<file path="src/rtl/ar_pkg.sv">
package ar_pkg;
  typedef enum logic [1:0] {
    ST_IDLE,
    ST_SETTLE,
    ST_CONV,
    ST_WAIT
  } ar_state_e;
endpackage

</file>
<file path="src/rtl/ar_settle_timer.sv">
module ar_settle_timer #(
  parameter int CNT_W = 8
) (
  input  logic             clk_i,
  input  logic             rst_ni,
  input  logic             load_i,
  input  logic [CNT_W-1:0] load_val_i,
  output logic             expired_o
);
  logic [CNT_W-1:0] cnt_q;

  always_ff @(posedge clk_i or negedge rst_ni) begin
    if (!rst_ni)            cnt_q <= '0;
    else if (load_i)        cnt_q <= load_val_i;
    else if (cnt_q != '0)   cnt_q <= cnt_q - 1'b1;
  end

  assign expired_o = (cnt_q == '0);
endmodule

</file>
<file path="src/rtl/ar_gain_ctrl.sv">
module ar_gain_ctrl #(
  parameter int GAIN_W   = 3,
  parameter int MAX_GAIN = 4
) (
  input  logic              clk_i,
  input  logic              rst_ni,
  input  logic              clear_i,
  input  logic              step_i,
  output logic [GAIN_W-1:0] gain_o,
  output logic              at_max_o
);
  localparam logic [GAIN_W-1:0] GMAX = GAIN_W'(MAX_GAIN);

  logic [GAIN_W-1:0] gain_q;

  always_ff @(posedge clk_i or negedge rst_ni) begin
    if (!rst_ni)                     gain_q <= '0;
    else if (clear_i)                gain_q <= '0;
    else if (step_i && !at_max_o)    gain_q <= gain_q + 1'b1;
  end

  assign at_max_o = (gain_q >= GMAX);
  assign gain_o   = gain_q;
endmodule

</file>
<file path="src/rtl/ar_seq.sv">
module ar_seq
  import ar_pkg::*;
(
  input  logic clk_i,
  input  logic rst_ni,
  input  logic start_i,
  input  logic expired_i,
  input  logic busy_i,
  input  logic msb_i,
  input  logic at_max_i,
  output logic timer_load_o,
  output logic gain_clear_o,
  output logic gain_step_o,
  output logic adc_start_o,
  output logic capture_o
);
  ar_state_e state_q, state_d;

  always_ff @(posedge clk_i or negedge rst_ni) begin
    if (!rst_ni) state_q <= ST_IDLE;
    else         state_q <= state_d;
  end

  always_comb begin
    state_d      = state_q;
    timer_load_o = 1'b0;
    gain_clear_o = 1'b0;
    gain_step_o  = 1'b0;
    capture_o    = 1'b0;
    unique case (state_q)
      ST_IDLE: if (start_i) begin
        gain_clear_o = 1'b1;
        timer_load_o = 1'b1;
        state_d      = ST_SETTLE;
      end
      ST_SETTLE: if (expired_i) state_d = ST_CONV;
      ST_CONV:   state_d = ST_WAIT;
      ST_WAIT: if (!busy_i) begin
        if (!msb_i && !at_max_i) begin
          // top bit clear and headroom left: double gain and retry
          gain_step_o  = 1'b1;
          timer_load_o = 1'b1;
          state_d      = ST_SETTLE;
        end else begin
          capture_o = 1'b1;
          state_d   = ST_IDLE;
        end
      end
      default: state_d = ST_IDLE;
    endcase
  end

  assign adc_start_o = (state_q == ST_CONV);
endmodule

</file>
<file path="src/rtl/adc_autorange_ctrl.sv">
module adc_autorange_ctrl #(
  parameter int DATA_W   = 12,
  parameter int GAIN_W   = 3,
  parameter int MAX_GAIN = 4,
  parameter int SETTLE_W = 8
) (
  input  logic                clk_i,
  input  logic                rst_ni,
  input  logic                start_i,
  input  logic [SETTLE_W-1:0] settle_cycles_i,
  output logic                adc_start_o,
  input  logic                adc_busy_i,
  input  logic [DATA_W-1:0]   adc_data_i,
  output logic [GAIN_W-1:0]   gain_o,
  output logic                res_valid_o,
  output logic [DATA_W-1:0]   res_data_o,
  output logic [GAIN_W-1:0]   res_gain_o
);
  localparam int MSB = DATA_W - 1;

  logic timer_load, expired, gain_clear, gain_step, at_max, capture;
  logic [GAIN_W-1:0] gain;

  ar_settle_timer #(.CNT_W(SETTLE_W)) u_timer (
    .clk_i      (clk_i),
    .rst_ni     (rst_ni),
    .load_i     (timer_load),
    .load_val_i (settle_cycles_i),
    .expired_o  (expired)
  );

  ar_gain_ctrl #(.GAIN_W(GAIN_W), .MAX_GAIN(MAX_GAIN)) u_gain (
    .clk_i    (clk_i),
    .rst_ni   (rst_ni),
    .clear_i  (gain_clear),
    .step_i   (gain_step),
    .gain_o   (gain),
    .at_max_o (at_max)
  );

  ar_seq u_seq (
    .clk_i        (clk_i),
    .rst_ni       (rst_ni),
    .start_i      (start_i),
    .expired_i    (expired),
    .busy_i       (adc_busy_i),
    .msb_i        (adc_data_i[MSB]),
    .at_max_i     (at_max),
    .timer_load_o (timer_load),
    .gain_clear_o (gain_clear),
    .gain_step_o  (gain_step),
    .adc_start_o  (adc_start_o),
    .capture_o    (capture)
  );

  always_ff @(posedge clk_i or negedge rst_ni) begin
    if (!rst_ni) begin
      res_valid_o <= 1'b0;
      res_data_o  <= '0;
      res_gain_o  <= '0;
    end else begin
      res_valid_o <= capture;
      if (capture) begin
        res_data_o <= adc_data_i;
        res_gain_o <= gain;
      end
    end
  end

  assign gain_o = gain;
endmodule

</file>
<file path="config.mk">
export PLATFORM = sky130hd
export DESIGN_NAME = adc_autorange_ctrl
export DESIGN_NICKNAME = d
export VERILOG_FILES = /design/src/rtl/ar_pkg.sv /design/src/rtl/ar_settle_timer.sv /design/src/rtl/ar_gain_ctrl.sv /design/src/rtl/ar_seq.sv /design/src/rtl/adc_autorange_ctrl.sv
export SDC_FILE = /design/constraint.sdc
export NUM_CORES = 1
export LEC_CHECK = 0
export ABC_AREA = 1
export BUFFER_PORTS_ARGS = -buffer_cell sky130_fd_sc_hd__buf_4
export CAP_MARGIN = 25
export CORE_UTILIZATION = 55
export CTS_CLUSTER_DIAMETER = 40
export CTS_CLUSTER_SIZE = 12
export DETAILED_ROUTE_END_ITERATION = 10
export PLACE_DENSITY = 0.81
export SLEW_MARGIN = 40
export SYNTH_ARGS = -nofsm -noshare
export SYNTH_HDL_FRONTEND = slang
export SYNTH_SLANG_ARGS = --single-unit
</file>
<file path="constraint.sdc">
create_clock -name clk_i -period 2.9 [get_ports clk_i]
set_input_delay 0.58 -clock clk_i [delete_from_list [all_inputs] [get_ports clk_i]]
set_output_delay 0.58 -clock clk_i [all_outputs]
set_load 0.01 [all_outputs]
</file>
==> results.ini, run 1 <==
[floorplanning]
dieWidth_um=54.9
coreArea_um2=2570
fp.dieH_um=54.9
ioPinCount=44
start_util=0.599
die-area_um2=3010
rows=18

[pwr]
p_per_area_nw_per_um2=1010
pwr-share-seq=0.371
p_clk_frac=0.121
netSwitchingFraction=0.431
p_switching_mw=0.846
leakagePower_nw=1.08
comb_power_share=0.508
finalPower_mw=1.96
vdd.ir_drop.worst_mv=0.657
power.internal_mw=1.12

[worst_setup_path]
reg2reg_from=u_seq.state_q[0]$_DFFE_PN0P_
cp_slowest_cell=dfrtp_1
r2r_cells=7
crit_start=u_seq.state_q[0]$_DFFE_PN0P_
cp.required_ns=2.32
cpPeakStageDelay_ns=0.43
crit_chain=inv_1, ha_1, buf_4
end_kind=primary output
arrival_ns=1.23
r2r_slack_ns=1.38
worstSetupPathType=reg2out
worst_r2r_endpoint=u_timer.cnt_q[7]$_DFFE_PN0P_
start_kind=register
cp_max_fo=5

[placed_design]
place_ws_ns=1.37
placed_area_um2=1890
portBuffers=43
gp_congestion=0.831
dp.final_hpwl_um=2380

[global_route]
grt_pass1_vias=1199
grt_max_degree=30
grt_first_pass_wirelength_um=5100
grtUsageTotal=0.248
grt_overflow=0
antenna_found_initial=0

[cts]
cts_setup_buffers=0
ctsResizeCount=0
root_buffer=clkbuf_4
cts_buffers=5
ctsHoldBuffers=0
cts_tree=yes
clk_path_buf_depth=2
htree_levels=2
cts.clk_slew.worst_paths_ns=0.10
worstSkewPairLatency_ns=0.33
cts.sinks=29

[layout]
layout_commonest_cell=nand2_1
finalNetCount=264
area_delta_synth_final_pct=26.0
drive_above_1_share=0.284
seq_area_um2=726
multi_input_area_um2=739
final_cell_mix=74 x nand2_1, 43 x buf_4, 29 x dfrtp_1
stdcell_area_um2=1940
nFillCells=207
diodes=0

[synth]
synth_fa_ha_area_frac=0.0732
synth_compound_area_frac=0.0431
synth_xor_area_frac=0.0171
netlist_instances=183
syn_area_um2=1540
avgSynthCellArea_um2=8.40
synth_top_family_by_area=simple AND/OR/NAND/NOR gates
seq_area_frac_synth=0.472
synthSimpleGateAreaFrac=0.347
synthMuxAreaShare=0
ys_warn_count=0
synth_nets=216
synth.distinct_cells=23
ys_seq_elements=29

[route]
vias_per_cell=5.03
first_iter_violations=31
drt-wirelength-per-cell_um=12.2
first_pass_iters=4
vias=1317
post-route-drc-count=0
wl_um=3190
postRouteAntennaNets=0

[timing]
fmax_ghz=0.553
slew_violations=0
period_needed_ns=1.81
slew_headroom=0.753
finalSetupViolCount=0
timing.final.crit_share=0.624
tns_ns=0
clock_skew_ns=0.00914
rsz0062_at_grt=no
fin_ws_ns=1.09
worst_pin_slew_ns=0.371
hold_violations=0

[run]
maxCapViolCount=0

[run_status]
status=completed

[worst_hold_path]
hp-class=in2async

[critical path: cells and delay by family (launching register included)]
family | cells | cell delay (ns)
flip-flops | 1 | 0.43
buffers and inverters | 2 | 0.25
adder cells (fa/ha/maj) | 1 | 0.21
[routing by layer]
| metal | GRT usage | vias to the layer above | share of wire |
|---|---|---|---|
| met5 | 0 | - | 0 |
| met3 | 0.0833 | 12 | 0.079 |
| li1 | - | 665 | - |
| met1 | 0.294 | 587 | 0.43 |
| met2 | 0.396 | 53 | 0.47 |
| met4 | 0.124 | 0 | 0.024 |
[metrics by stage]
stage / cells / utilization / hold WS (ns)
6_report: 262 / 0.754 / 0.154
5_1_grt: 262 / 0.754 / 0.180
4_1_cts: 262 / 0.754 / 0.158
3_5_place_dp: 254 / 0.734 / 0.471
3_3_place_gp: 254 / 0.734 / 0.462
2_1_floorplan: 183 / - / 0.284
[cells in the mapped netlist, drive strengths merged]
cell type  count  share of area
a22oi          1         0.0049
nand3         14          0.046
nand2         81           0.24
a21boi         1         0.0049
xnor2          2          0.011
o21ai          6          0.020
nand3b         2         0.0098
xor2           1         0.0057
inv           16          0.039
buf            2         0.0081
a21oi          2          0.014
nor2          16          0.052
dfrtp         29           0.47
ha             9          0.073
nor3           1         0.0033
[logic make-up (layout without fill, tap and decap cells)]
kind of cell,count (synthesis),after routing
and+or+nand+nor,114,114
DFF,29,29
buffers and inverters,18,67
AOI/OAI and AO/OA,10,10
adders and majority gates,9,9
xor gates and xnor gates,3,3
[power by group through the flow]
stage | sequential, mW | clock (mW) | combinational (mW)
2_1_floorplan | 0.767 | 0 | 0.607
3_3_place_gp | 0.726 | 0 | 0.951
3_5_place_dp | 0.733 | 0 | 1.01
4_1_cts | 0.726 | 0.243 | 1.01
5_1_grt | 0.751 | 0.256 | 1.14
6_report | 0.728 | 0.237 | 0.997
[how the worst max path moves through the flow]
stage                                               to  slack (ns)  cells past startpoint
final                                      adc_start_o        1.09                      3
after global routing                       adc_start_o        1.05                      3
after CTS                                  adc_start_o        1.09                      3
after detailed placement  u_timer.cnt_q[6]$_DFFE_PN0P_        1.37                      7
after global placement      res_data_o[11]$_DFFE_PN0P_        1.40                      7
after floorplan           u_timer.cnt_q[7]$_DFFE_PN0P_        1.57                      7
[area by class of cell]
type	instances	share of cell area
clock buffer	6	0.0213
inverter	16	0.0310
sequential	29	0.375
multi-input combinational	136	0.382
clock inverter	2	0.00517
tap	30	0.0194
timing repair buffer	43	0.167
[registers in the layout, summed over array words and instances, names as in the netlist]
register       cells
u_timer.cnt_q      8
res_data_o        12
u_seq.state_q      2
u_gain.gain_o      3
res_valid_o        1
res_gain_o         3
Power figures use the tool's default switching activity.
==> run 2: changes to the inputs <==
--- a/config.mk
+++ b/config.mk
@@ -5,14 +5,14 @@
 export SDC_FILE = /design/constraint.sdc
 export NUM_CORES = 1
 export LEC_CHECK = 0
-export ABC_AREA = 1
+export ABC_AREA = 0
 export BUFFER_PORTS_ARGS = -buffer_cell sky130_fd_sc_hd__buf_4
 export CAP_MARGIN = 25
-export CORE_UTILIZATION = 55
+export CORE_UTILIZATION = 45
 export CTS_CLUSTER_DIAMETER = 40
 export CTS_CLUSTER_SIZE = 12
 export DETAILED_ROUTE_END_ITERATION = 10
-export PLACE_DENSITY = 0.81
+export PLACE_DENSITY = 0.71
 export SLEW_MARGIN = 40
 export SYNTH_ARGS = -nofsm -noshare
 export SYNTH_HDL_FRONTEND = slang
==> constraint.sdc (replaced) <==
create_clock -name clk_i -period 1.5 [get_ports clk_i]
set_input_delay 0.3 -clock clk_i [delete_from_list [all_inputs] [get_ports clk_i]]
set_output_delay 0.3 -clock clk_i [all_outputs]
set_load 0.01 [all_outputs]
==> results.ini, run 2 <==
[floorplanning]
fp.dieH_um=58.6
coreArea_um2=3050
rows=20
start_util=0.472
dieWidth_um=58.6
die-area_um2=3430
ioPinCount=44

[global_route]
grt_overflow=0
grt_first_pass_wirelength_um=4900
antenna_found_initial=0
grt_max_degree=30
grt_pass1_vias=1172
grtUsageTotal=0.193

[pwr]
vdd.ir_drop.worst_mv=0.990
p_per_area_nw_per_um2=1960
leakagePower_nw=1.01
finalPower_mw=4.13

[layout]
diodes=0
final_cell_mix=62 x buf_4, 29 x dfrtp_1, 15 x mux2_2
layout_commonest_cell=buf_4
reg_top3=res_data_o (12), u_timer.cnt_q (8)
finalNetCount=225
area_delta_synth_final_pct=46.6
regMostFlops=res_data_o
drive_above_1_share=0.565
final_util=0.691
largest_reg_flops=12
nFillCells=232
final_cells=237

[synth]
async_flop_share=1.00
ys_seq_elements=29
synthTopCellsByArea=dfrtp_1 50%, mux2_2 13%, ha_1 7.8%
synth_nets=154
yosysTopAreaCell=dfrtp_1
seq_area_frac_synth=0.504
synth.most_common_cell=dfrtp_1
netlist_instances=121
ys_warn_count=0
synth.distinct_cells=30
synth_common_cells=29 x dfrtp_1, 17 x mux2_2, 11 x nand2_1, 9 x ha_1, 7 x inv_1
synth_edf_count=0
synth_top_area_share=0.504
avgSynthCellArea_um2=11.9
syn_area_um2=1440
synthFlopType=dfrtp_1

[worst_setup_path]
cpPeakStageDelay_ns=0.48
cp_max_fo=4
path_buf_inv=0
crit_family=simple AND/OR/NAND/NOR gates
start_kind=register
cp_slowest_cell=or4b_4
worstSetupPathType=reg2reg
arrival_ns=1.85
end_kind=register
cp.required_ns=1.72
crit_chain=ha_2, or4b_4, a21oi_4, mux2_4

[timing]
worst_pin_slew_ns=0.368
period_needed_ns=1.63
fmax_ghz=0.613
fin_ws_ns=-0.132
hold_violations=0
finalSetupViolCount=13
timing.final.crit_share=1.09
rsz0062_at_grt=yes
whs_ns=0.172
clock_skew_ns=0.00896
slew_violations=0
slew_headroom=0.755

[run_status]
status=complete, but fails checks
failed_checks=negative setup slack

[worst_hold_path]
hp-class=in2reg

[cts]
cts.clk_slew.worst_paths_ns=0.11
cts_tree=yes
cts_buffers=5
root_buffer=clkbuf_4
worstSkewPairLatency_ns=0.33
clk_path_buf_depth=2
htree_levels=2
cts.sinks=29

[placed_design]
dp.cells=226
dp.final_hpwl_um=2220
gp_congestion=0.890
place_ws_ns=-0.149
portBuffers=43

[run]
maxCapViolCount=0

[route]
post-route-drc-count=0
vias_per_cell=4.90
wl_um=2980
first_iter_violations=32
drt-wirelength-per-cell_um=12.6
vias=1162
first_pass_iters=4
postRouteAntennaNets=0

## run 2: cell types whose count changed after synthesis, sizes merged, moves of 3 or more
cell   before  now
inv        16    7
nand3      14    1
a21oi       2    6
nor2       16    6
nor3        1    4
nand2      81   11
o31ai       0    3
mux2        0   17
## run 2: area by class of cell
class,instances,area [um^2],area share
clock buffers,5,37.5,0.0178
clock inverters,3,17.5,0.00830
inverters,7,26.3,0.0124
multi-input cells,82,719,0.341
flip-flops and latches,29,726,0.344
well taps,44,55.1,0.0261
repair buffers,67,529,0.251
## run 2: kinds of logic (layout without fill, tap and decap cells)
logic type	count (synthesis)	in the layout	share of synthesized area
buffers and inverters	10	82	0.0348
and+or+nand+nor	28	28	0.106
muxes	19	19	0.147
DFF	29	29	0.504
xor gates and xnor gates	7	7	0.0426
AOI/OAI and AO/OA	19	19	0.0878
adders and majority gates	9	9	0.0782
## run 2: final timing paths
kind / slack [ns] / cells after the start / startpoint / end
worst min register to register: 0.51 / 1 / res_data_o[3]$_DFFE_PN0P_ / res_data_o[3]$_DFFE_PN0P_
worst max register to register: -0.13 / 4 / u_seq.state_q[0]$_DFFE_PN0P_ / u_timer.cnt_q[1]$_DFFE_PN0P_
min in group asynchronous: 0.42 / 2 / rst_ni / u_gain.gain_o[0]$_DFFE_PN0P_
worst max-delay path: -0.13 / 4 / u_seq.state_q[0]$_DFFE_PN0P_ / u_timer.cnt_q[1]$_DFFE_PN0P_
worst min-delay path: 0.17 / 3 / settle_cycles_i[4] / u_timer.cnt_q[4]$_DFFE_PN0P_
max in group asynchronous: 0.80 / 2 / rst_ni / res_data_o[3]$_DFFE_PN0P_
## run 2: repair_timing
action | 4_1_cts | 5_1_grt
hold buffers | 1 | 0
resized for setup | 9 | 7
pin swaps | 5 | 1
endpoints found under the setup margin | 11 | 28
endpoints found under the hold margin | 29 | 0
buffers inserted | 2 | 1
## run 2: metal layers
layer | global-route usage | vias to the layer above | routed length [um]
met5 | 0 | - | 0
met4 | 0.0884 | 0 | 44
met3 | 0.0615 | 6 | 205
met2 | 0.345 | 47 | 1500
met1 | 0.208 | 545 | 1230
li1 | - | 564 | -
## run 2: through the flow
stage	instance area, um^2	setup TNS [ns]
global placement	1980	-0.444
global route	2110	-1.77
floorplan	1460	-1.11
finish	2110	-0.897
CTS	2100	-0.908
detailed placement	1980	-0.799
## run 2: worst register-to-register path: cells and delay by family, from the launching register on
kind | cells | cell delay, ns
compound gates | 1 | 0.19
simple gates | 1 | 0.48
fa+ha+maj | 1 | 0.18
mux | 1 | 0.31
flops | 1 | 0.37
## run 2: power by group
group          switching, mW  internal (mW)
sequential             0.249           1.15
clock                  0.291          0.176
combinational          0.979           1.29
==> run 3: changes to the inputs <==
--- a/config.mk
+++ b/config.mk
@@ -13,6 +13,7 @@
 export CTS_CLUSTER_SIZE = 12
 export DETAILED_ROUTE_END_ITERATION = 10
 export PLACE_DENSITY = 0.71
+export RECOVER_POWER = 50
 export SLEW_MARGIN = 40
 export SYNTH_ARGS = -nofsm -noshare
 export SYNTH_HDL_FRONTEND = slang
==> results.ini, run 3 (same netlist as run 2, synthesis figures left out) <==
[layout]
final_cell_mix=61 x buf_4, 29 x dfrtp_1, 15 x mux2_2
finalNetCount=225
nFillCells=233
seq_area_um2=726
reg_top3=res_data_o (12), u_timer.cnt_q (8)
layout_commonest_cell=buf_4
diodes=0
area_delta_synth_final_pct=46.4
largest_reg_flops=12
regMostFlops=res_data_o
multi_input_area_um2=719
drive_above_1_share=0.565

[global_route]
grtUsageTotal=0.193
grt_max_degree=30
grt_first_pass_wirelength_um=4900
antenna_found_initial=0
grt_pass1_vias=1172
grt_overflow=0

[worst_setup_path]
arrival_ns=1.85
reg2reg_from=u_seq.state_q[0]$_DFFE_PN0P_
cp_max_fo=4
path_buf_inv=0
crit_family=simple AND/OR/NAND/NOR gates
crit_chain=ha_2, or4b_4, a21oi_4, mux2_4
end_kind=register
worst_r2r_endpoint=u_timer.cnt_q[1]$_DFFE_PN0P_
worstSetupPathType=reg2reg
start_kind=register
crit_start=u_seq.state_q[0]$_DFFE_PN0P_
cp_slowest_cell=or4b_4
cpPeakStageDelay_ns=0.48
cp.required_ns=1.72
r2r_slack_ns=-0.13
r2r_cells=4

[timing]
fin_ws_ns=-0.132
rsz0062_at_grt=yes
worst_pin_slew_ns=0.721
whs_ns=0.172
timing.final.crit_share=1.09
slew_headroom=0.519
finalSetupViolCount=13
period_needed_ns=1.63
clock_skew_ns=0.00896
hold_violations=0
fmax_ghz=0.613
slew_violations=0

[route]
first_iter_violations=32
vias=1160
first_pass_iters=4
drt-wirelength-per-cell_um=12.6
post-route-drc-count=0
postRouteAntennaNets=0
vias_per_cell=4.89
wl_um=2980

[floorplanning]
ioPinCount=44
coreArea_um2=3050
rows=20
start_util=0.472
die-area_um2=3430
fp.dieH_um=58.6
dieWidth_um=58.6

[placed_design]
place_ws_ns=-0.149
gp_congestion=0.890
portBuffers=43
dp.final_hpwl_um=2220

[worst_hold_path]
min_to=u_timer.cnt_q[4]$_DFFE_PN0P_
holdCritStartpoint=settle_cycles_i[4]
hp-class=in2reg
holdPathStages=3

[pwr]
vdd.ir_drop.worst_mv=0.990
leakagePower_nw=1.01
p_per_area_nw_per_um2=1960

[run_status]
failed_checks=negative setup slack
status=complete, but fails checks

[run]
maxCapViolCount=0

[cts]
cts.clk_slew.worst_paths_ns=0.11
cts.sinks=29
htree_levels=2
clk_path_buf_depth=2
cts_buffers=5
cts_tree=yes
worstSkewPairLatency_ns=0.33
root_buffer=clkbuf_4

-- run 3: changes by cell type in the layout (fill, tap and decap cells not counted) --
cell / change
clkbuf_2: +1
buf_4: -1
-- run 3: power by group --
group	leakage (nW)	switching, mW	internal, mW
Combinational	0.625	0.979	1.29
Clock	0.0310	0.291	0.176
Sequential	0.357	0.249	1.15
Total	1.01	1.52	2.61
-- run 3: how the worst max path moves through the flow --
stage,end,depth (start not counted),slack (ns)
final,u_timer.cnt_q[1]$_DFFE_PN0P_,4,-0.13
after global placement,u_timer.cnt_q[1]$_DFFE_PN0P_,4,-0.11
after global routing,u_timer.cnt_q[1]$_DFFE_PN0P_,4,-0.18
after CTS,adc_start_o,5,-0.14
after floorplan,u_timer.cnt_q[1]$_DFFE_PN0P_,4,-0.23
after detailed placement,u_timer.cnt_q[1]$_DFFE_PN0P_,4,-0.15
-- run 3: area by class of cell --
type / instances / area share
clock buffers: 5 / 0.0178
clock inverters: 3 / 0.00831
inverters: 7 / 0.0125
multi-input cells: 82 / 0.341
flip-flops and latches: 29 / 0.344
well taps: 44 / 0.0261
repair buffers: 67 / 0.250
-- run 3: metrics by stage --
| step | instances | util | total power [mW] | area, um^2 | setup TNS, ns |
|---|---|---|---|---|---|
| 6_report | 237 | 0.691 | 4.13 | 2110 | -0.897 |
| 5_1_grt | 237 | 0.691 | 4.44 | 2110 | -1.77 |
| 4_1_cts | 237 | 0.686 | 4.14 | 2100 | -0.908 |
| 3_5_place_dp | 226 | 0.650 | 3.54 | 1980 | -0.799 |
| 3_3_place_gp | 226 | 0.650 | 3.44 | 1980 | -0.444 |
| 2_1_floorplan | 121 | - | 2.60 | 1460 | -1.11 |
-- run 3: layer usage --
metal  track usage  routed length [um]  vias up
li1              -                   -      564
met1         0.208                1230      543
met2         0.345                1500       47
met3        0.0615                 205        6
met4        0.0884                  44        0
met5             0                   0        -
-- run 3: worst min-delay path: cells and delay by family --
family	cells	cell delay (ns)
buffers and inverters	1	0.08
AND/OR/NAND/NOR	1	0.04
AO/OA/AOI/OAI	1	0.05
-- run 3: repair_timing --
item / 4_1_cts / 5_1_grt
hold buffers: 1 / 0
gates resized for setup: 9 / 7
endpoints found under the setup margin: 11 / 28
hold endpoints to repair: 29 / 0
pin swaps: 5 / 1
setup buffers: 2 / 1
